**src/rtl/lpp_pkg.sv**
```systemverilog
package lpp_pkg;

   typedef enum logic [2:0] {
      ST_HUNT = 3'd0,
      ST_CTRL = 3'd1,
      ST_ROWH = 3'd2,
      ST_ROWL = 3'd3,
      ST_BODY = 3'd4
   } lpp_state_e;

   function automatic int lpp_cnt_w(input int n);
      return (n > 1) ? $clog2(n) : 1;
   endfunction

endpackage

```
**src/rtl/lpp_frame_fsm.sv**
```systemverilog
module lpp_frame_fsm
   import lpp_pkg::*;
#(
   parameter int                BYTE_W       = 8,
   parameter int                ROW_W        = 16,
   parameter int                PIX_PER_LINE = 512,
   parameter logic [BYTE_W-1:0] SYNC_CODE    = 8'h55
) (
   input  logic              clk,
   input  logic              rst,
   input  logic [BYTE_W-1:0] in_byte,
   input  logic              in_vld,
   input  logic              pix_done,
   output logic              body_vld,
   output logic              body_start,
   output logic              line_done,
   output logic [ROW_W-1:0]  row_idx,
   output logic [BYTE_W-1:0] ctrl_byte
);

   localparam int PCNT_W = lpp_cnt_w(PIX_PER_LINE);
   localparam logic [PCNT_W-1:0] PIX_LAST = PCNT_W'(PIX_PER_LINE - 1);

   lpp_state_e        state_q;
   logic [PCNT_W-1:0] pix_cnt_q;
   logic [BYTE_W-1:0] row_hi_q;
   logic [BYTE_W-1:0] ctrl_q;
   logic [ROW_W-1:0]  row_q;

   assign body_vld   = in_vld && (state_q == ST_BODY);
   assign body_start = in_vld && (state_q == ST_ROWL);
   assign line_done  = pix_done && (pix_cnt_q == PIX_LAST);
   assign row_idx    = row_q;
   assign ctrl_byte  = ctrl_q;

   always_ff @(posedge clk) begin
      if (rst) begin
         state_q   <= ST_HUNT;
         pix_cnt_q <= '0;
         row_hi_q  <= '0;
         ctrl_q    <= '0;
         row_q     <= '0;
      end
      else if (in_vld) begin
         unique case (state_q)
            ST_HUNT: begin
               if (in_byte == SYNC_CODE)
                  state_q <= ST_CTRL;
            end
            ST_CTRL: begin
               ctrl_q  <= in_byte;
               state_q <= ST_ROWH;
            end
            ST_ROWH: begin
               row_hi_q <= in_byte;
               state_q  <= ST_ROWL;
            end
            ST_ROWL: begin
               row_q     <= {row_hi_q, in_byte};
               pix_cnt_q <= '0;
               state_q   <= ST_BODY;
            end
            ST_BODY: begin
               if (pix_done) begin
                  if (pix_cnt_q == PIX_LAST) begin
                     pix_cnt_q <= '0;
                     state_q   <= ST_HUNT;
                  end
                  else begin
                     pix_cnt_q <= pix_cnt_q + 1'b1;
                  end
               end
            end
            default: state_q <= ST_HUNT;
         endcase
      end
   end

endmodule

```
**src/rtl/lpp_pix_pack.sv**
```systemverilog
module lpp_pix_pack
   import lpp_pkg::*;
#(
   parameter int BYTE_W        = 8,
   parameter int BYTES_PER_PIX = 3,
   parameter int WORD_W        = 32
) (
   input  logic              clk,
   input  logic              rst,
   input  logic              clr,
   input  logic              in_vld,
   input  logic [BYTE_W-1:0] in_byte,
   output logic              pix_done,
   output logic [WORD_W-1:0] pix_word,
   output logic              pix_we
);

   localparam int LANE_W = lpp_cnt_w(BYTES_PER_PIX);
   localparam int HOLD_N = (BYTES_PER_PIX > 1) ? BYTES_PER_PIX - 1 : 1;
   localparam logic [LANE_W-1:0] LANE_LAST = LANE_W'(BYTES_PER_PIX - 1);

   logic [LANE_W-1:0] lane_q;
   logic [BYTE_W-1:0] held_q [HOLD_N];
   logic [WORD_W-1:0] word_c;

   assign pix_done = in_vld && (lane_q == LANE_LAST);

   always_ff @(posedge clk) begin
      if (rst || clr)
         lane_q <= '0;
      else if (in_vld)
         lane_q <= pix_done ? '0 : lane_q + 1'b1;
   end

   for (genvar g = 0; g < BYTES_PER_PIX - 1; g++) begin : g_lane
      always_ff @(posedge clk) begin
         if (rst)
            held_q[g] <= '0;
         else if (in_vld && (lane_q == LANE_W'(g)))
            held_q[g] <= in_byte;
      end
   end

   always_comb begin
      word_c = '0;
      for (int k = 0; k < BYTES_PER_PIX - 1; k++)
         word_c[k*BYTE_W +: BYTE_W] = held_q[k];
      word_c[(BYTES_PER_PIX-1)*BYTE_W +: BYTE_W] = in_byte;
   end

   always_ff @(posedge clk) begin
      if (rst) begin
         pix_we   <= 1'b0;
         pix_word <= '0;
      end
      else begin
         pix_we <= pix_done;
         if (pix_done)
            pix_word <= word_c;
      end
   end

endmodule

```
**src/rtl/lpp_line_close.sv**
```systemverilog
module lpp_line_close #(
   parameter int BYTE_W    = 8,
   parameter int ROW_W     = 16,
   parameter int INFO_W    = 32,
   parameter int HFLIP_BIT = 4,
   parameter int VFLIP_BIT = 0
) (
   input  logic              clk,
   input  logic              rst,
   input  logic              done_in,
   input  logic [ROW_W-1:0]  row_in,
   input  logic [BYTE_W-1:0] ctrl_in,
   output logic              line_end,
   output logic [INFO_W-1:0] line_info,
   output logic              flip_h,
   output logic              flip_v
);

   logic              armed_q;
   logic [ROW_W-1:0]  row_stage_q;
   logic              h_stage_q;
   logic              v_stage_q;

   always_ff @(posedge clk) begin
      if (rst) begin
         armed_q     <= 1'b0;
         row_stage_q <= '0;
         h_stage_q   <= 1'b0;
         v_stage_q   <= 1'b0;
      end
      else begin
         armed_q <= done_in;
         if (done_in) begin
            row_stage_q <= row_in;
            h_stage_q   <= ctrl_in[HFLIP_BIT];
            v_stage_q   <= ctrl_in[VFLIP_BIT];
         end
      end
   end

   always_ff @(posedge clk) begin
      if (rst) begin
         line_end  <= 1'b0;
         line_info <= '0;
         flip_h    <= 1'b0;
         flip_v    <= 1'b0;
      end
      else begin
         line_end <= armed_q;
         if (armed_q) begin
            line_info <= INFO_W'(row_stage_q);
            flip_h    <= h_stage_q;
            flip_v    <= v_stage_q;
         end
      end
   end

endmodule

```
**src/rtl/img_line_parser.sv**
```systemverilog
module img_line_parser #(
   parameter int                BYTE_W        = 8,
   parameter int                PIX_PER_LINE  = 512,
   parameter int                BYTES_PER_PIX = 3,
   parameter int                WORD_W        = 32,
   parameter int                ROW_W         = 16,
   parameter int                INFO_W        = 32,
   parameter logic [BYTE_W-1:0] SYNC_CODE     = 8'h55,
   parameter int                HFLIP_BIT     = 4,
   parameter int                VFLIP_BIT     = 0
) (
   input  logic              clk,
   input  logic              rst,
   input  logic [BYTE_W-1:0] rx_data,
   input  logic              rx_valid,
   output logic [WORD_W-1:0] pix_data,
   output logic              pix_wr,
   output logic              line_end,
   output logic [INFO_W-1:0] line_info,
   output logic              flip_h,
   output logic              flip_v
);

   if (ROW_W != 2 * BYTE_W) begin : g_bad_row
      $error("ROW_W must span exactly two bytes");
   end
   if (BYTES_PER_PIX * BYTE_W > WORD_W) begin : g_bad_word
      $error("pixel bytes do not fit the word");
   end
   if (INFO_W < ROW_W) begin : g_bad_info
      $error("INFO_W narrower than ROW_W");
   end
   if (HFLIP_BIT >= BYTE_W || VFLIP_BIT >= BYTE_W || HFLIP_BIT == VFLIP_BIT) begin : g_bad_flag
      $error("flip bit positions invalid");
   end
   if (PIX_PER_LINE < 2 || BYTES_PER_PIX < 1) begin : g_bad_line
      $error("line geometry too small");
   end

   logic              body_vld;
   logic              body_start;
   logic              pix_done;
   logic              line_done;
   logic [ROW_W-1:0]  row_idx;
   logic [BYTE_W-1:0] ctrl_byte;

   lpp_frame_fsm #(
      .BYTE_W       (BYTE_W),
      .ROW_W        (ROW_W),
      .PIX_PER_LINE (PIX_PER_LINE),
      .SYNC_CODE    (SYNC_CODE)
   ) u_fsm (
      .clk        (clk),
      .rst        (rst),
      .in_byte    (rx_data),
      .in_vld     (rx_valid),
      .pix_done   (pix_done),
      .body_vld   (body_vld),
      .body_start (body_start),
      .line_done  (line_done),
      .row_idx    (row_idx),
      .ctrl_byte  (ctrl_byte)
   );

   lpp_pix_pack #(
      .BYTE_W        (BYTE_W),
      .BYTES_PER_PIX (BYTES_PER_PIX),
      .WORD_W        (WORD_W)
   ) u_pack (
      .clk      (clk),
      .rst      (rst),
      .clr      (body_start),
      .in_vld   (body_vld),
      .in_byte  (rx_data),
      .pix_done (pix_done),
      .pix_word (pix_data),
      .pix_we   (pix_wr)
   );

   lpp_line_close #(
      .BYTE_W    (BYTE_W),
      .ROW_W     (ROW_W),
      .INFO_W    (INFO_W),
      .HFLIP_BIT (HFLIP_BIT),
      .VFLIP_BIT (VFLIP_BIT)
   ) u_close (
      .clk       (clk),
      .rst       (rst),
      .done_in   (line_done),
      .row_in    (row_idx),
      .ctrl_in   (ctrl_byte),
      .line_end  (line_end),
      .line_info (line_info),
      .flip_h    (flip_h),
      .flip_v    (flip_v)
   );

endmodule

```
**config.mk**
```make
export PLATFORM = sky130hd
export DESIGN_NAME = img_line_parser
export DESIGN_NICKNAME = d
export VERILOG_FILES = /design/src/rtl/lpp_pkg.sv /design/src/rtl/lpp_frame_fsm.sv /design/src/rtl/lpp_pix_pack.sv /design/src/rtl/lpp_line_close.sv /design/src/rtl/img_line_parser.sv
export SDC_FILE = /design/constraint.sdc
export NUM_CORES = 1
export LEC_CHECK = 0
export BUFFER_PORTS_ARGS = -buffer_cell sky130_fd_sc_hd__buf_2
export CELL_PAD_IN_SITES_DETAIL_PLACEMENT = 1
export CELL_PAD_IN_SITES_GLOBAL_PLACEMENT = 2
export CORE_MARGIN = 2
export CORE_UTILIZATION = 34
export DETAILED_ROUTE_END_ITERATION = 8
export PLACE_DENSITY_LB_ADDON = 0.1
export SETUP_SLACK_MARGIN = 0.05
export SLEW_MARGIN = 20
export SYNTH_ARGS = -nofsm -noshare
export SYNTH_HDL_FRONTEND = slang
export SYNTH_SLANG_ARGS = --single-unit
```
**constraint.sdc**
```tcl
create_clock -name clk -period 3 [get_ports clk]
set_clock_uncertainty 0.2 [all_clocks]
set_input_delay 0.15 -clock clk [delete_from_list [all_inputs] [get_ports clk]]
set_output_delay 0.15 -clock clk [all_outputs]
set_load 0.01 [all_outputs]
```
==> results.md, run 1 <==
* CTS clk-pin slew, worst paths at 0.05 ns
* Worst-case clock buffer depth at 2
* Die W at 121 microns
* Multiplexer share of the synthesized area at 0.0602
* Total Routing Usage GR at 0.164
* Drt drc at 0
* Status: finished, final reports clean
* Compound-Gate Fraction of Synth Area at 0.0967
* Type of the most critical hold path: reg2reg
* Largest family of logic cells by synthesized area: simple AND/OR/NAND/NOR gates
* Cell family with most CP delay: buffers and inverters
* Full die area at 0.0147 sq mm
* Final #Nets at 588
* Avg WL per Cell at 14.8 microns
* Most frequent cells in the layout: nand2_1, dfxtp_1, a21oi_1, buf_2, nor2_1
* Combinational power share at 0.022
* Slowest cell on the critical path: dlygate4sd3_1
* Post-Synth XOR/XNOR Area at 0.00376
* Final core occ at 0.428
* Antenna violations before repair at 0
* Core ar. at 0.0133 sq mm
* DP HPWL at 7160 microns
* Crit path kind: reg2reg
* Int Pwr at 3.01 mW
* Die H at 121 microns
* Power per cell area at 661 mW/mm^2
* Vias per cell at 4.71
* Adder-Cell Fraction of Synth Area at 0.00537
* 1st-pass router iterations at 5
* Total number of vias at 3601
* Row count at 42
* Lkg Pwr at 2.16 nW
* CP Cell Sequence: or3b_4 > nor2_2 > buf_4 > nand2_1 > a21oi_1 > dlygate4sd3_1
* Post-Synthesis Cells at 513
* Skew-Pair Late Insertion Delay at 0.41 ns
* Sequential share of power at 0.433
* Top_reg_cell synth: dfxtp_1
* Distinct cells, synth at 45
* Clk pwr share at 0.546
* Cts bufs inserted at 17
* Setup TNS at 0 ns
* Switching power total at 0.748 mW
* CTS Root Cell: clkbuf_16
* Crit share post-route at 0.829
* Post-synthesis sequential area ratio at 0.546
* Largest net degree at the start of global routing at 60
* Syn. warnings at 0
* Post-synth top area share at 0.443
* Final hold vios at 0
* Asr flop ratio synth at 0
* Startpoint class of the critical path: flip-flop
* Number of global-route vias before repair at 3611
* Worst slew pin tran at 0.856 ns
* Total gr overflow at 0
* Share of cells above drive strength 1 at 0.162
* Initial core utilization at 0.350
* IO Port Bufs at 54
* CP Max Fanout at 24
* Drt first-iter violations at 121
* Post-synth EDFFs at 16
* IO Count at 79
* Crit end category: flip-flop
* Number of routed nets with antenna violations at 0
* CP arrival at 2.65 ns
* Sink Count at 119
* First-pass GRT wire length at 18400 microns
* Peak supply drop at 0.000364 V
* H-tree depth at 4
* Synthesis-stage register bit count at 119
* Final GP Congestion at 0.765
* Post_cts resized at 0
* Net Sw Frac at 0.199
* Fin crit period at 2.49 ns
* WP data required at 3.16 ns
* Diodes inserted at 0
* Synth Area in Simple Gates at 0.217
* Post-synthesis average cell area at 9.08 sq um
* Hold buffers post-CTS at 11
* Max_slew headroom at 0.426
* CTS tree: built
* Post-CTS setup buffers at 0
* Max-capacitance violation count at 0
* WP buf/inv at 2
* Fin. max-slew vios at 0
* Dominant cells by area after synthesis: dfxtp_1, nand2_1, edfxtp_1
* Syn Std Cell Area at 0.00466 sq mm
* Post-synth top area cell: dfxtp_1
* Setup-failing EPs final at 0
* Post-Route WL at 11300 microns
* RSZ-0062 raised after global routing: false
* Slowest stage delay, CP at 0.55 ns
* Max Fclk at 402 MHz
* Most common cell after layout, fill and taps aside: nand2_1
* Area Overhead vs Synth at 22.0%
cell usage after synthesis (5+ instances only):
library cell  instances
and2_1               16
buf_2                 5
nand2_1             130
o21ai_0               5
clkbuf_1             16
dfxtp_1             103
edfxtp_1             16
mux2i_1              28
a21oi_1              70
nor2_1               39
buf_4                27
tightest hold or removal path, delay by kind of cell (launching register included):
kind               cells  cell delay (ns)
AOI/OAI and AO/OA      1             0.05
DFF                    1             0.30
and+or+nand+nor        1             0.05
worst paths after layout:
path | start | to | slack, ns | cells past startpoint
max | u_fsm.state_q[2]$_SDFFE_PP0P_ | u_pack.pix_word[23]$_SDFFE_PP0P_ | 0.51 | 6
min | pix_data[10]$_SDFFE_PP0P_ | pix_data[10]$_SDFFE_PP0P_ | 0.25 | 2
max reg2reg | u_fsm.state_q[2]$_SDFFE_PP0P_ | u_pack.pix_word[23]$_SDFFE_PP0P_ | 0.51 | 6
min reg2reg | pix_data[10]$_SDFFE_PP0P_ | pix_data[10]$_SDFFE_PP0P_ | 0.25 | 2
routing by layer:
layer,track usage,vias up,wire length (microns)
li1,-,1789,-
met1,0.201,1739,5120
met2,0.272,61,5620
met3,0.0498,12,424
met4,0.0610,0,138
met5,0,-,0
registers in the layout, indices dropped and copies added, names as in the netlist, 2 cells and up:
| register | count |
|---|---|
| u_fsm.pix_cnt_q | 9 |
| u_fsm.state_q | 3 |
| u_close.row_stage_q | 16 |
| u_fsm.row_idx | 16 |
| u_fsm.row_hi_q | 8 |
| u_fsm.ctrl_byte | 2 |
| u_pack.pix_word | 8 |
| u_close.line_info | 16 |
| pix_data | 16 |
| u_pack.held_q | 16 |
| u_pack.lane_q | 2 |
final cells by class:
class | instances | area (sq um)
timing repair buffer | 73 | 440
multi-input combinational | 360 | 1870
inverter | 4 | 15.0
clock inverter | 13 | 160
clock buffer | 19 | 433
fill | 1559 | 7610
sequential | 119 | 2540
tap | 176 | 220
power by group through the flow:
stage	combinational [mW]	clock, mW	sequential, mW
after floorplan	0.0648	0	1.66
final	0.0816	2.05	1.63
after CTS	0.0832	2.10	1.62
after global placement	0.0734	0	1.66
after detailed placement	0.0731	0	1.66
after global routing	0.0900	2.18	1.62
through the flow:
step	cells	total power, mW	hold WS [ns]	setup WS (ns)	area, sq um
after floorplan	536	1.72	0.0860	0.751	4740
after global placement	721	1.73	0.238	0.664	4980
after detailed placement	721	1.73	0.245	0.581	4980
after CTS	764	3.81	0.254	0.511	5680
after global routing	764	3.90	0.269	0.391	5680
final	764	3.76	0.249	0.512	5680
kinds of logic (layout without fill, tap and decap cells):
kind of cell | count (synthesis) | count (layout)
simple gates | 219 | 219
buf+inv | 57 | 109
mux | 28 | 28
fa+ha+maj | 2 | 2
compound gates | 85 | 85
other cells | 1 | 24
xor+xnor | 2 | 2
flops | 119 | 119
Note: power is estimated with default switching activity, not from simulation.
==> run 2, diff against run 1 <==
--- a/config.mk
+++ b/config.mk
@@ -5,11 +5,12 @@
 export SDC_FILE = /design/constraint.sdc
 export NUM_CORES = 1
 export LEC_CHECK = 0
+export ABC_AREA = 1
 export BUFFER_PORTS_ARGS = -buffer_cell sky130_fd_sc_hd__buf_2
 export CELL_PAD_IN_SITES_DETAIL_PLACEMENT = 1
 export CELL_PAD_IN_SITES_GLOBAL_PLACEMENT = 2
 export CORE_MARGIN = 2
-export CORE_UTILIZATION = 34
+export CORE_UTILIZATION = 32
 export DETAILED_ROUTE_END_ITERATION = 8
 export PLACE_DENSITY_LB_ADDON = 0.1
 export SETUP_SLACK_MARGIN = 0.05
==> constraint.sdc (replaced) <==
create_clock -name clk -period 2.6 [get_ports clk]
set_clock_uncertainty 0.2 [all_clocks]
set_input_delay 0.13 -clock clk [delete_from_list [all_inputs] [get_ports clk]]
set_output_delay 0.13 -clock clk [all_outputs]
set_load 0.01 [all_outputs]
==> results.md, run 2 <==
* Status: finished, final reports clean
* Setup-failing EPs final at 0 (unchanged)
* Synthesis-stage register bit count at 119 (unchanged)
* CTS tree: built
* Asr flop ratio synth at 0 (unchanged)
* Switching power total at 1.21 mW (+61%)
* Filler instances at 1701 (+9.1%)
* Hold Path Origin: rx_valid
* Area of the multi-input gates at 0.00168 sq mm (-10%)
* Lkg Pwr at 2.48 nW (+14%)
* Largest net degree at the start of global routing at 93 (+55%)
* Core ar. at 0.0140 sq mm (+5.6%)
* Cell family with most CP delay: simple AND/OR/NAND/NOR gates
* Post-Synthesis Cells at 568 (+11%)
* Final WS setup at 0.359 ns (-0.153 ns)
* Drt first-iter violations at 160 (+32%)
* Crit share post-route at 0.862 (+0.0325)
* Type of the most critical hold path: in2reg
* Sequential share of power at 0.444 (+0.011)
* Worst slew pin tran at 0.600 ns (-0.256 ns)
* WP data required at 2.69 ns (-0.47 ns)
* Number of routed nets with antenna violations at 0 (unchanged)
* Post-synth top area cell: dfxtp_1
* Die H at 124 microns (+2.8%)
* Worst setup startpoint: u_fsm.pix_cnt_q[0]$_SDFFE_PP0P_
* Most common cell after layout, fill and taps aside: nor2_1
* Fin. max-slew vios at 0 (unchanged)
* Top post-synthesis cells by count: nor2_1, dfxtp_1, o21ai_0
* Power per cell area at 832 mW/mm^2 (+26%)
* Max Fclk at 446 MHz (+11%)
* Net Sw Frac at 0.261 (+0.0614)
* IO Count at 79 (unchanged)
* Crit path kind: reg2reg
* Number of global-route vias before repair at 3800 (+5.2%)
* CP Cell Sequence: ha_1 > nand2_1 > nor2_1 > nand2_1 > nor3_1 > ha_1 > nand2_2 > o21ai_0 > nor2_1
* Worst-case clock buffer depth at 2 (unchanged)
* CTS clk-pin slew, worst paths at 0.05 ns (about the same)
* Post_cts resized at 0 (unchanged)
* Drt drc at 0 (unchanged)
* Cts bufs inserted at 17 (unchanged)
* Post-synthesis average cell area at 8.17 sq um (-10%)
* Post-synth EDFFs at 16 (unchanged)
* First-pass GRT wire length at 18900 microns (+3.1%)
* WP buf/inv at 0 (-2)
* Final GP Congestion at 0.730 (-4.6%)
* Clk pwr share at 0.449 (-0.097)
* Final #Nets at 641 (+9.0%)
* Area Overhead vs Synth at 20.1%
* Most frequent cells in the layout: nor2_1, dfxtp_1, o21ai_0, buf_2, inv_1
* Final hold vios at 0 (unchanged)
* DP HPWL at 7610 microns (+6.3%)
* Die W at 124 microns (+2.8%)
* Max-capacitance violation count at 0 (unchanged)
* 1st-pass router iterations at 4 (-1)
* Full die area at 0.0155 sq mm (+5.6%)
* CP arrival at 2.33 ns (-0.32 ns)
* Peak supply drop at 0.000473 V (+30%)
* Count leader, synth: nor2_1
* Pwr Total at 4.63 mW (+23%)
* Slowest cell on the critical path: dfxtp_1
* H-tree depth at 4 (unchanged)
* Avg WL per Cell at 13.8 microns (-7.1%)
* CP Max Fanout at 20 (-17%)
* Combinational power share at 0.107 (+0.085)
* R2r startpoint: u_fsm.pix_cnt_q[0]$_SDFFE_PP0P_
* Diodes inserted at 0 (unchanged)
* Distinct cells, synth at 31 (-31%)
* Final core occ at 0.397 (-0.0309)
* Initial core utilization at 0.330 (-0.0201)
* Row count at 43 (+2.4%)
* Top_reg_cell synth: dfxtp_1
* Startpoint class of the critical path: flip-flop
* Slowest stage delay, CP at 0.36 ns (-0.19 ns)
* Sink Count at 119 (unchanged)
* Dominant cells by area after synthesis: dfxtp_1, nor2_1, edfxtp_1
* Total number of vias at 3744 (+4.0%)
* Max_slew headroom at 0.599 (+0.173)
* RSZ-0062 raised after global routing: false
* Total Routing Usage GR at 0.152 (-0.0118)
* Fin cells at 820 (+7.3%)
* Share of cells above drive strength 1 at 0.150 (-0.0116)
* CTS Root Cell: clkbuf_16
* Skew-Pair Late Insertion Delay at 0.41 ns (about the same)
* Fin crit period at 2.24 ns (-0.247 ns)
* IO Port Bufs at 54 (unchanged)
* Post-synth top area share at 0.445 (+0.00191)
* Total gr overflow at 0 (unchanged)
* Int Pwr at 3.43 mW (+14%)
* Vias per cell at 4.57 (-3.1%)
* Register area at 0.00254 sq mm (unchanged)
* Antenna violations before repair at 0 (unchanged)
* Setup WS pre-CTS at 0.340 ns (-0.241 ns)
* Post-Route WL at 11300 microns (-0.25%)
* Crit end category: flip-flop
* Syn. warnings at 0 (unchanged)
* Placed Instances at 780 (+8.2%)
* Post-synthesis sequential area ratio at 0.548 (+0.00236)
* Syn Std Cell Area at 0.00464 sq mm (-0.43%)
* Setup TNS at 0 ns (unchanged)
[run 2: path summary, 6_finish.rpt]
kind / end / depth (start not counted) / slack [ns]
max: u_close.row_stage_q[8]$_SDFFE_PP0P_ / 9 / 0.36
min: u_fsm.ctrl_byte[0]$_SDFFE_PP0P_ / 4 / 0.01
max reg2reg: u_close.row_stage_q[8]$_SDFFE_PP0P_ / 9 / 0.36
min reg2reg: u_fsm.row_idx[1]$_SDFFE_PP0P_ / 2 / 0.24
[run 2: layout make-up]
type | instances | area share
Clock buffer | 27 | 0.0903
Clock inverter | 4 | 0.00404
Inverter | 51 | 0.0353
Multi-Input combinational cell | 372 | 0.301
Sequential cell | 119 | 0.456
Tap cell | 180 | 0.0404
Timing Repair Buffer | 67 | 0.0723
[run 2: logic make-up after synthesis]
family	synth area share
other cells	0.000809
flops	0.548
buf+inv	0.109
compound gates	0.142
simple gates	0.195
fa+ha+maj	0.00539
[run 2: through the flow]
step | instance area (sq um) | hold WS (ns)
floorplan | 4720 | -0.000934
global placement | 4950 | 0.229
detailed placement | 4950 | 0.232
CTS | 5570 | 0.000512
global route | 5570 | 0.0357
finish | 5570 | 0.0141
[run 2: worst min-delay path, delay by kind of cell]
family | cells | cell delay [ns]
buffers and inverters | 2 | 0.21
AND/OR/NAND/NOR | 1 | 0.10
AO/OA/AOI/OAI | 1 | 0.13
[run 2: timing repair]
action / CTS / global route
endpoints found under the hold margin: 40 / 0
endpoints found under the setup margin: 0 / 0
hold buffers: 9 / 0
buffers inserted: 0 / 0
[run 2: per-layer routing]
metal  up-vias  wire length, microns  part of all wire  global-route usage
met5         -                     0                 0                   0
met4         0                   182             0.016              0.0668
met3        16                   351             0.031              0.0395
met2        56                  5430              0.48               0.251
met1      1772                  5310              0.47               0.188
li1       1900                     -                 -                   -
[run 2: power groups by stage]
stage	sequential, mW	combinational, mW	clock (mW)
floorplan	2.07	0.410	0
global placement	2.09	0.485	0
detailed placement	2.10	0.492	0
CTS	2.06	0.505	2.13
global route	2.07	0.577	2.22
finish	2.06	0.496	2.08
